$ cat config.mk
export PLATFORM = sky130hd
export DESIGN_NAME = pwr_state_ctrl
export DESIGN_NICKNAME = d
export VERILOG_FILES = /design/src/rtl/pwr_state_pkg.sv /design/src/rtl/sync_bank.sv /design/src/rtl/pwr_fsm.sv /design/src/rtl/pwr_out_dec.sv /design/src/rtl/pwr_state_ctrl.sv
export SDC_FILE = /design/constraint.sdc
export NUM_CORES = 1
export LEC_CHECK = 0
export BUFFER_PORTS_ARGS = -buffer_cell sky130_fd_sc_hd__buf_4
export CORE_MARGIN = 3
export CORE_UTILIZATION = 50
export CTS_CLUSTER_SIZE = 24
export DETAILED_ROUTE_END_ITERATION = 6
export PLACE_DENSITY = 0.74
export SYNTH_ARGS = -nofsm -noshare
export SYNTH_HDL_FRONTEND = slang
export SYNTH_SLANG_ARGS = --single-unit
$ cat constraint.sdc
create_clock -name clk -period 4.6 [get_ports clk]
set_input_delay 0.23 -clock clk [delete_from_list [all_inputs] [get_ports clk]]
set_output_delay 0.23 -clock clk [all_outputs]
set_load 0.02 [all_outputs]
$ cat src/rtl/pwr_state_pkg.sv
// Package: shared state encoding for the stop-clock power-state controller.
// Assumes: codes 1..6 are visible at the block's ports; 0 and 7 are unused.
package pwr_state_pkg;
    localparam int STATE_W = 3;

    typedef enum logic [STATE_W-1:0] {
        PS_RUN   = 3'd1,
        PS_HALT  = 3'd2,
        PS_GRANT = 3'd3,
        PS_SNOOP = 3'd4,
        PS_SLEEP = 3'd5,
        PS_DEEP  = 3'd6
    } pstate_t;
endpackage

$ cat src/rtl/sync_bank.sv
// Module: sync_bank
// A bank of flop-chain synchronizers, one chain per bit of d.
// Assumes: each bit is an independent level signal. Reset loads RESET_VAL
// into every stage, so the chain reads as the idle level after reset.
module sync_bank #(
    parameter int              WIDTH     = 1,
    parameter int              STAGES    = 2,
    parameter logic [WIDTH-1:0] RESET_VAL = '0
) (
    input  logic             clk,
    input  logic             rst_n,
    input  logic [WIDTH-1:0] d,
    output logic [WIDTH-1:0] q
);
    logic [WIDTH-1:0] stg [STAGES];

    for (genvar g = 0; g < STAGES; g++) begin : g_stage
        if (g == 0) begin : g_first
            // first stage samples the raw asynchronous inputs
            always_ff @(posedge clk) begin
                if (!rst_n) stg[g] <= RESET_VAL;
                else        stg[g] <= d;
            end
        end else begin : g_next
            // later stages shift the sampled value along the chain
            always_ff @(posedge clk) begin
                if (!rst_n) stg[g] <= RESET_VAL;
                else        stg[g] <= stg[g-1];
            end
        end
    end

    assign q = stg[STAGES-1];
endmodule

$ cat src/rtl/pwr_fsm.sv
// Module: pwr_fsm
// The power-state transition logic. It remembers where Stop-Grant and the
// snoop state were entered from, and uses that to choose their exits.
// Assumes: the stop, sleep, bclk and wake inputs are already synchronized;
// halt_req, snoop_req and snoop_done are in this clock domain.
module pwr_fsm
    import pwr_state_pkg::*;
(
    input  logic    clk,
    input  logic    rst_n,
    input  logic    halt_req,
    input  logic    stop_n_s,
    input  logic    sleep_n_s,
    input  logic    bclk_s,
    input  logic    wake_s,
    input  logic    snoop_req,
    input  logic    snoop_done,
    output pstate_t state
);
    pstate_t state_nx;
    pstate_t snoop_ret, snoop_ret_nx;
    logic    grant_from_halt, grant_from_halt_nx;
    logic    past_ok;

    // choose the next state and the remembered origin fields
    always_comb begin
        state_nx           = state;
        snoop_ret_nx       = snoop_ret;
        grant_from_halt_nx = grant_from_halt;
        unique case (state)
            PS_RUN: begin
                if (!stop_n_s) begin
                    state_nx           = PS_GRANT;
                    grant_from_halt_nx = 1'b0;
                end else if (halt_req) begin
                    state_nx = PS_HALT;
                end
            end
            PS_HALT: begin
                if (wake_s) begin
                    state_nx = PS_RUN;
                end else if (!stop_n_s) begin
                    state_nx           = PS_GRANT;
                    grant_from_halt_nx = 1'b1;
                end else if (snoop_req) begin
                    state_nx     = PS_SNOOP;
                    snoop_ret_nx = PS_HALT;
                end
            end
            PS_GRANT: begin
                if (stop_n_s) begin
                    state_nx = grant_from_halt ? PS_HALT : PS_RUN;
                end else if (!sleep_n_s) begin
                    state_nx = PS_SLEEP;
                end else if (snoop_req) begin
                    state_nx     = PS_SNOOP;
                    snoop_ret_nx = PS_GRANT;
                end
            end
            PS_SNOOP: begin
                if (snoop_done) state_nx = snoop_ret;
            end
            PS_SLEEP: begin
                if (sleep_n_s)    state_nx = PS_GRANT;
                else if (!bclk_s) state_nx = PS_DEEP;
            end
            PS_DEEP: begin
                if (bclk_s) state_nx = PS_SLEEP;
            end
            default: state_nx = PS_RUN;
        endcase
    end

    // register the state and origin memory; reset has the highest priority
    always_ff @(posedge clk) begin
        if (!rst_n) begin
            state           <= PS_RUN;
            snoop_ret       <= PS_HALT;
            grant_from_halt <= 1'b0;
        end else begin
            state           <= state_nx;
            snoop_ret       <= snoop_ret_nx;
            grant_from_halt <= grant_from_halt_nx;
        end
    end

    // mark cycles where $past refers to a cycle after reset
    always_ff @(posedge clk) begin
        if (!rst_n) past_ok <= 1'b0;
        else        past_ok <= 1'b1;
    end


    snoop_return_chk: assert property (@(posedge clk) disable iff (!rst_n)
        (past_ok && $past(state) == PS_SNOOP && state != PS_SNOOP)
            |-> (state == $past(snoop_ret)));


    sleep_entry_chk: assert property (@(posedge clk) disable iff (!rst_n)
        (past_ok && state == PS_SLEEP)
            |-> ($past(state) == PS_GRANT || $past(state) == PS_SLEEP
                 || $past(state) == PS_DEEP));


    deep_entry_chk: assert property (@(posedge clk) disable iff (!rst_n)
        (past_ok && state == PS_DEEP)
            |-> ($past(state) == PS_SLEEP || $past(state) == PS_DEEP));


    grant_exit_chk: assert property (@(posedge clk) disable iff (!rst_n)
        (past_ok && $past(state) == PS_GRANT && state == PS_HALT)
            |-> $past(grant_from_halt));


    halt_entry_chk: assert property (@(posedge clk) disable iff (!rst_n)
        (past_ok && $past(state) == PS_RUN && state == PS_HALT)
            |-> $past(halt_req));
endmodule

$ cat src/rtl/pwr_out_dec.sv
// Module: pwr_out_dec
// Decodes the permission flags and the clock-gate enable from the state.
// Assumes: clk_stop_en is a quasi-static configuration level.
module pwr_out_dec
    import pwr_state_pkg::*;
(
    input  logic    clk,
    input  logic    rst_n,
    input  pstate_t state,
    input  logic    clk_stop_en,
    output logic    snoop_ok,
    output logic    intr_ok,
    output logic    clk_en
);
    logic deep_tier;

    // per-state permissions and clock-stop eligibility
    always_comb begin
        snoop_ok  = 1'b0;
        intr_ok   = 1'b0;
        deep_tier = 1'b0;
        unique case (state)
            PS_RUN, PS_HALT: begin
                snoop_ok = 1'b1;
                intr_ok  = 1'b1;
            end
            PS_GRANT: begin
                snoop_ok  = 1'b1;
                intr_ok   = 1'b1;
                deep_tier = 1'b1;
            end
            PS_SNOOP: snoop_ok = 1'b1;
            PS_SLEEP, PS_DEEP: deep_tier = 1'b1;
            default: begin
                snoop_ok = 1'b1;
                intr_ok  = 1'b1;
            end
        endcase
    end

    assign clk_en = !(deep_tier && clk_stop_en);


    no_snoop_asleep_chk: assert property (@(posedge clk) disable iff (!rst_n)
        (state == PS_SLEEP || state == PS_DEEP) |-> (!snoop_ok && !intr_ok));


    gate_off_chk: assert property (@(posedge clk) disable iff (!rst_n)
        (!clk_en) |-> (clk_stop_en && state != PS_RUN && state != PS_HALT
                       && state != PS_SNOOP));
endmodule

$ cat src/rtl/pwr_state_ctrl.sv
// Module: pwr_state_ctrl (top)
// Stop-clock power-state controller: it synchronizes the asynchronous
// controls, runs the state machine and decodes the per-state outputs.
// Assumes: a synchronous active-low reset held for at least SYNC_STAGES cycles.
module pwr_state_ctrl
    import pwr_state_pkg::*;
#(
    parameter int SYNC_STAGES = 2
) (
    input  logic               clk,
    input  logic               rst_n,
    input  logic               halt_req,
    input  logic               stop_req_n,
    input  logic               sleep_req_n,
    input  logic               bclk_alive,
    input  logic               snoop_req,
    input  logic               snoop_done,
    input  logic               wake_init,
    input  logic               wake_businit,
    input  logic               wake_intr,
    input  logic               wake_smi,
    input  logic               clk_stop_en,
    output logic [STATE_W-1:0] state_code,
    output logic               snoop_ok,
    output logic               intr_ok,
    output logic               core_clk_en
);
    localparam int ASYNC_N = 7;
    localparam logic [ASYNC_N-1:0] ASYNC_IDLE = 7'b111_0000;

    logic [ASYNC_N-1:0] async_raw, async_s;
    pstate_t            state;

    assign async_raw = {stop_req_n, sleep_req_n, bclk_alive,
                        wake_init, wake_businit, wake_intr, wake_smi};

    sync_bank #(
        .WIDTH    (ASYNC_N),
        .STAGES   (SYNC_STAGES),
        .RESET_VAL(ASYNC_IDLE)
    ) u_sync (
        .clk  (clk),
        .rst_n(rst_n),
        .d    (async_raw),
        .q    (async_s)
    );

    pwr_fsm u_fsm (
        .clk       (clk),
        .rst_n     (rst_n),
        .halt_req  (halt_req),
        .stop_n_s  (async_s[6]),
        .sleep_n_s (async_s[5]),
        .bclk_s    (async_s[4]),
        .wake_s    (|async_s[3:0]),
        .snoop_req (snoop_req),
        .snoop_done(snoop_done),
        .state     (state)
    );

    pwr_out_dec u_dec (
        .clk        (clk),
        .rst_n      (rst_n),
        .state      (state),
        .clk_stop_en(clk_stop_en),
        .snoop_ok   (snoop_ok),
        .intr_ok    (intr_ok),
        .clk_en     (core_clk_en)
    );

    assign state_code = state;
endmodule

== Word level (Yosys, flattened, before mapping) ==
Memories as Yosys holds them, arrays and structs flattened.
Cells that the tools add are included.
Word-level totals
  input bits: 13
  flip-flop bits (word level): 7
  memory bits (writable): 14
  memories: 1
  logic and storage cells: 66
Cells by class
  multiplexer cells: 31
  reductions and logical operators: 11
  equal/unequal tests: 18
  bitwise logic cells: 2
Memory list
  u_sync.stg: depth 2, width 7, rd ports 2, clocked after memory_dff 0, write ports 2, line sync_bank.sv:15  | logic [WIDTH-1:0] stg [STAGES];
Operators by type and width (number)
  2-to-1 mux 3 bit: 17
  != test 2 bit (second input constant): 10
  case mux 3 bit (6 select lines): 1
  2-to-1 mux 7 bit: 2
  equality test 3 bit (second input constant): 3
  2-to-1 mux 1 bit: 8
  AND reduction 4 bit: 2
  AND reduction 7 bit: 1
  equality test 3 x 2 -> 1 bit (second input constant): 2
  != test 3 bit (second input constant): 2
  case mux 3 bit (2 select lines): 1
  OR reduction 3 bit: 2
  nonzero test 2 bit: 2
  OR reduction 4 bit: 1
  equality test 3 x 1 -> 1 bit (second input constant): 1
  2-to-1 mux 2 bit: 1
  bitwise OR 1 bit: 2
  case mux 1 bit (2 select lines): 1
  OR reduction 2 bit: 1
  logical AND 1 bit: 1
  logical NOT 1 bit: 1

== Logic depth before layout (Yosys ltp) ==
  depth after elaboration: 5
  mapped depth: 5
  mapped depth without buffers: 4

== By module ==
From an unflattened synthesis, not the netlist that was laid out.
Second synthesis, totals
  cells, all modules: 99
  area, all modules: 845.8 µm²
By module, submodules not included
  pwr_fsm: instances 1, area each 415.4 µm², cells each 61
  sync_bank: instances 1, area each 376.6 µm², cells each 29
  pwr_out_dec: instances 1, area each 46.3 µm², cells each 8
  pwr_state_ctrl: instances 1, area each 7.5 µm², cells each 1

== Worst setup path before layout ==
Ideal clock, no wire load.
  path type: reg-to-output
  start point: register u_fsm.state[1]
  end point: output core_clk_en
  required time: 4.370 ns
  buffers on the path: 1
  arrival time: 1.266 ns
  cell stages (with the launch flop): 5
  path slack: 3.104 ns
  cell sequence: dfxtp_1 -> buf_4 -> nor2b_1 -> o21a_1 -> o21ai_1
On the way
  cells in the longest elaborated chain, start to end: 5
  elaborated cells on any way between the ends: 7
RTL lines
  from (decl): line pwr_fsm.sv:18  | output pstate_t state
  from (signal assigned): line pwr_fsm.sv:81  | state <= state_nx;
  equality test 3 x 2 -> 1 bit / equality test 3 bit (equally long branches): line pwr_out_dec.sv:22  | unique case (state)
  OR reduction 3 bit (no source line) (*)
  2-to-1 mux 1 bit (*): line pwr_out_dec.sv:22
  logical AND 1 bit (*): line pwr_out_dec.sv:41  | assign clk_en = !(deep_tier && clk_stop_en);
  logical NOT 1 bit (*): line pwr_out_dec.sv:41
  to (decl): line pwr_state_ctrl.sv:26  | output logic core_clk_en
Every way passes the cells marked *; elsewhere a longest branch is shown, timed or not.

== Final worst setup path ==
  start point: register u_fsm.state[0]
  end point: output core_clk_en
The elaborated chain is that of the path after synthesis.

==> results.toml <==
[run_status]
status = "finished, final reports clean"

[logic_synthesis]
synthMuxAreaShare = 0.02478
syn_nets = 107
ys_top_cells_by_area = "dfxtp_1 (44%), and2_1 (6.6%), nand2b_1 (4.4%), nor2b_1 (3.6%), nand2_1 (3.5%)"
ys_types = 37
ys_seq_area_frac = 0.4431
postSynthCellCount = 94
synth_common_cells = "dfxtp_1 (19), and2_1 (9), nand2_1 (8)"
synth_most_common_cell = "dfxtp_1"
synthFlopType = "dfxtp_1"
synth_top_family_by_area = "simple AND/OR/NAND/NOR gates"
synth-seq-cells = 19
synth_area_um2 = 858.3
yosys_warnings = 0
synth_edf_count = 0
synthAdderAreaFrac = 0
synth_xor_area_frac = 0
async_flop_share = 0
synthSimpleGateAreaFrac = 0.3017
syn_area_per_cell_um2 = 9.131
synth_compound_area_frac = 0.1764
synth_top_area_frac = 0.4431
yosys.area.top_type = "dfxtp_1"

[clock_network]
post_cts_resized = 0
clock_latency_ns = 0.29
htree_levels = 1
cts_buffers = 3
cts_num_sinks = 19
cts_max_path_buffers = 2
post-cts-setup-buffers = 0
tritoncts = "done"
ctsHoldBuffers = 0
cts.clk_slew.worst_paths_ns = 0.10
clockRootBuffer = "clkbuf_4"

[floorplanning]
die-width_um = 47.43
initial_core_util = 0.5506
core_um2 = 1559
dieArea_um2 = 2250
dieHeight_um = 47.43
io_pins = 19
rows = 14

[grt]
overflow = 0
grt_pass1_vias = 599
grtUsageTotal = 0.1629
grt_pass1_wl_um = 2573
grt_max_degree = 21
antenna_found_initial = 0

[sta]
setup_viol = 0
post-route-min-period_ns = 1.837
slew_headroom = 0.6161
drv_slew = 0
finalHoldViolations = 0
worstMarginPinSlew_ns = 0.5706
rsz0062_at_grt = "no"
clock_skew_ns = 0.001942
setup_tns_ns = 0
fmax_ghz = 0.5444
final.period_utilization = 0.3993

[place]
dp_cells = 122
post-dp-hpwl_um = 1077
io_buffers = 18
routabilityCongestion = 0.7866

[power]
ir_worst_vdd_mv = 0.2580
p_leak_nw = 0.4046
finalPower_w = 0.0003457
p_per_area_nw_per_um2 = 344.9

[flow_run]
maxCapViolCount = 0

[worst_setup_path]
startpoint = "u_fsm.state[0]"
r2r-start = "u_fsm.state[0]"
path_class = "flop to output port"
arrival_ns = 1.61
end_kind = "output port"
worstPathMaxFanout = 17
crit_required_ns = 4.37
worstSetupStartpointType = "flop"

[detailed_routing]
via_per_inst = 5.508
drtIter0Drc = 8
drt-total-wl_um = 1557
ant_nets = 0
wire_per_inst_um = 12.36
drtPass1Iterations = 4
drc = 0
routed-via-count = 694

[finish]
fin_cells = 126
final_util = 0.6429
layout-drive-gt1-share = 0.2273
area_growth_pct = 16.76
antenna_cells = 0
fin_nets = 124

[worst_hold_path]
min_from = "bclk_alive"
hold_path_class = "primary input to flop"
[cell families after synthesis]
family	count (synthesis)
and+or+nand+nor	45
AOI/OAI and AO/OA	20
buffers and inverters	8
muxes	2
DFF	19
[path summary, 6_finish.rpt]
kind	end	cells after the start	slack, ns
worst max-delay path	core_clk_en	4	2.76
worst min-delay path	u_sync.stg[0][4]	2	0.11
worst max register to register	u_fsm.state[0]	4	2.93
worst min register to register	u_sync.stg[1][4]	1	0.42
[per-layer routing]
metal,global-route usage,share of wire,up-vias
li1,-,-,357
met1,0.2281,0.50,322
met2,0.2353,0.45,13
met3,0.04511,0.044,2
met4,0.06630,0.0083,0
met5,0,0,-
[stage by stage]
| stage | area, um^2 | worst slack, ns | hold WS [ns] |
|---|---|---|---|
| floorplan | 858.3 | 3.104 | 0.3315 |
| global placement | 974.7 | 3.067 | 0.3901 |
| detailed placement | 974.7 | 2.975 | 0.3959 |
| CTS | 1002 | 2.752 | 0.1065 |
| global route | 1002 | 2.638 | 0.1057 |
| finish | 1002 | 2.763 | 0.1121 |
[power breakdown]
group | internal, W | switching, W
clock | 0.0000324 | 0.0000507
sequential | 0.000174 | 0.0000179
combinational | 0.0000381 | 0.0000323
[cell usage in the layout, fill, tap and decap left out, types with 2 or more instances in the layout]
cell type,count
dfxtp_1,19
nand3b_1,2
nor3b_1,2
o21a_1,2
nor2_1,6
nor2b_1,5
clkbuf_4,3
nand2b_1,6
nand3_1,2
nand2_1,8
and2_1,9
inv_1,2
buf_4,18
o21ai_0,4
[registers in the layout, summed over array words and instances, names as in the netlist]
signal and flops:
u_fsm.grant_from_halt 1, u_fsm.snoop_ret 1, u_fsm.state 3, u_sync.stg 14
[layout make-up]
cell class	instances	area (um^2)
well taps	16	20.02
repair buffers	18	135.1
flip-flops and latches	19	380.4
inverters	2	7.507
clock inverters	1	5.005
fillers	140	556.8
multi-input cells	67	431.7
clock buffers	3	22.52
[critical path, cell delays in order (launching register included)]
cell and delay [ns]:
dfxtp_1 0.66, nor2b_1 0.15, o21a_1 0.22, o21ai_1 0.12
buf_4 0.15
No activity file was read; power rests on OpenSTA's default activity.
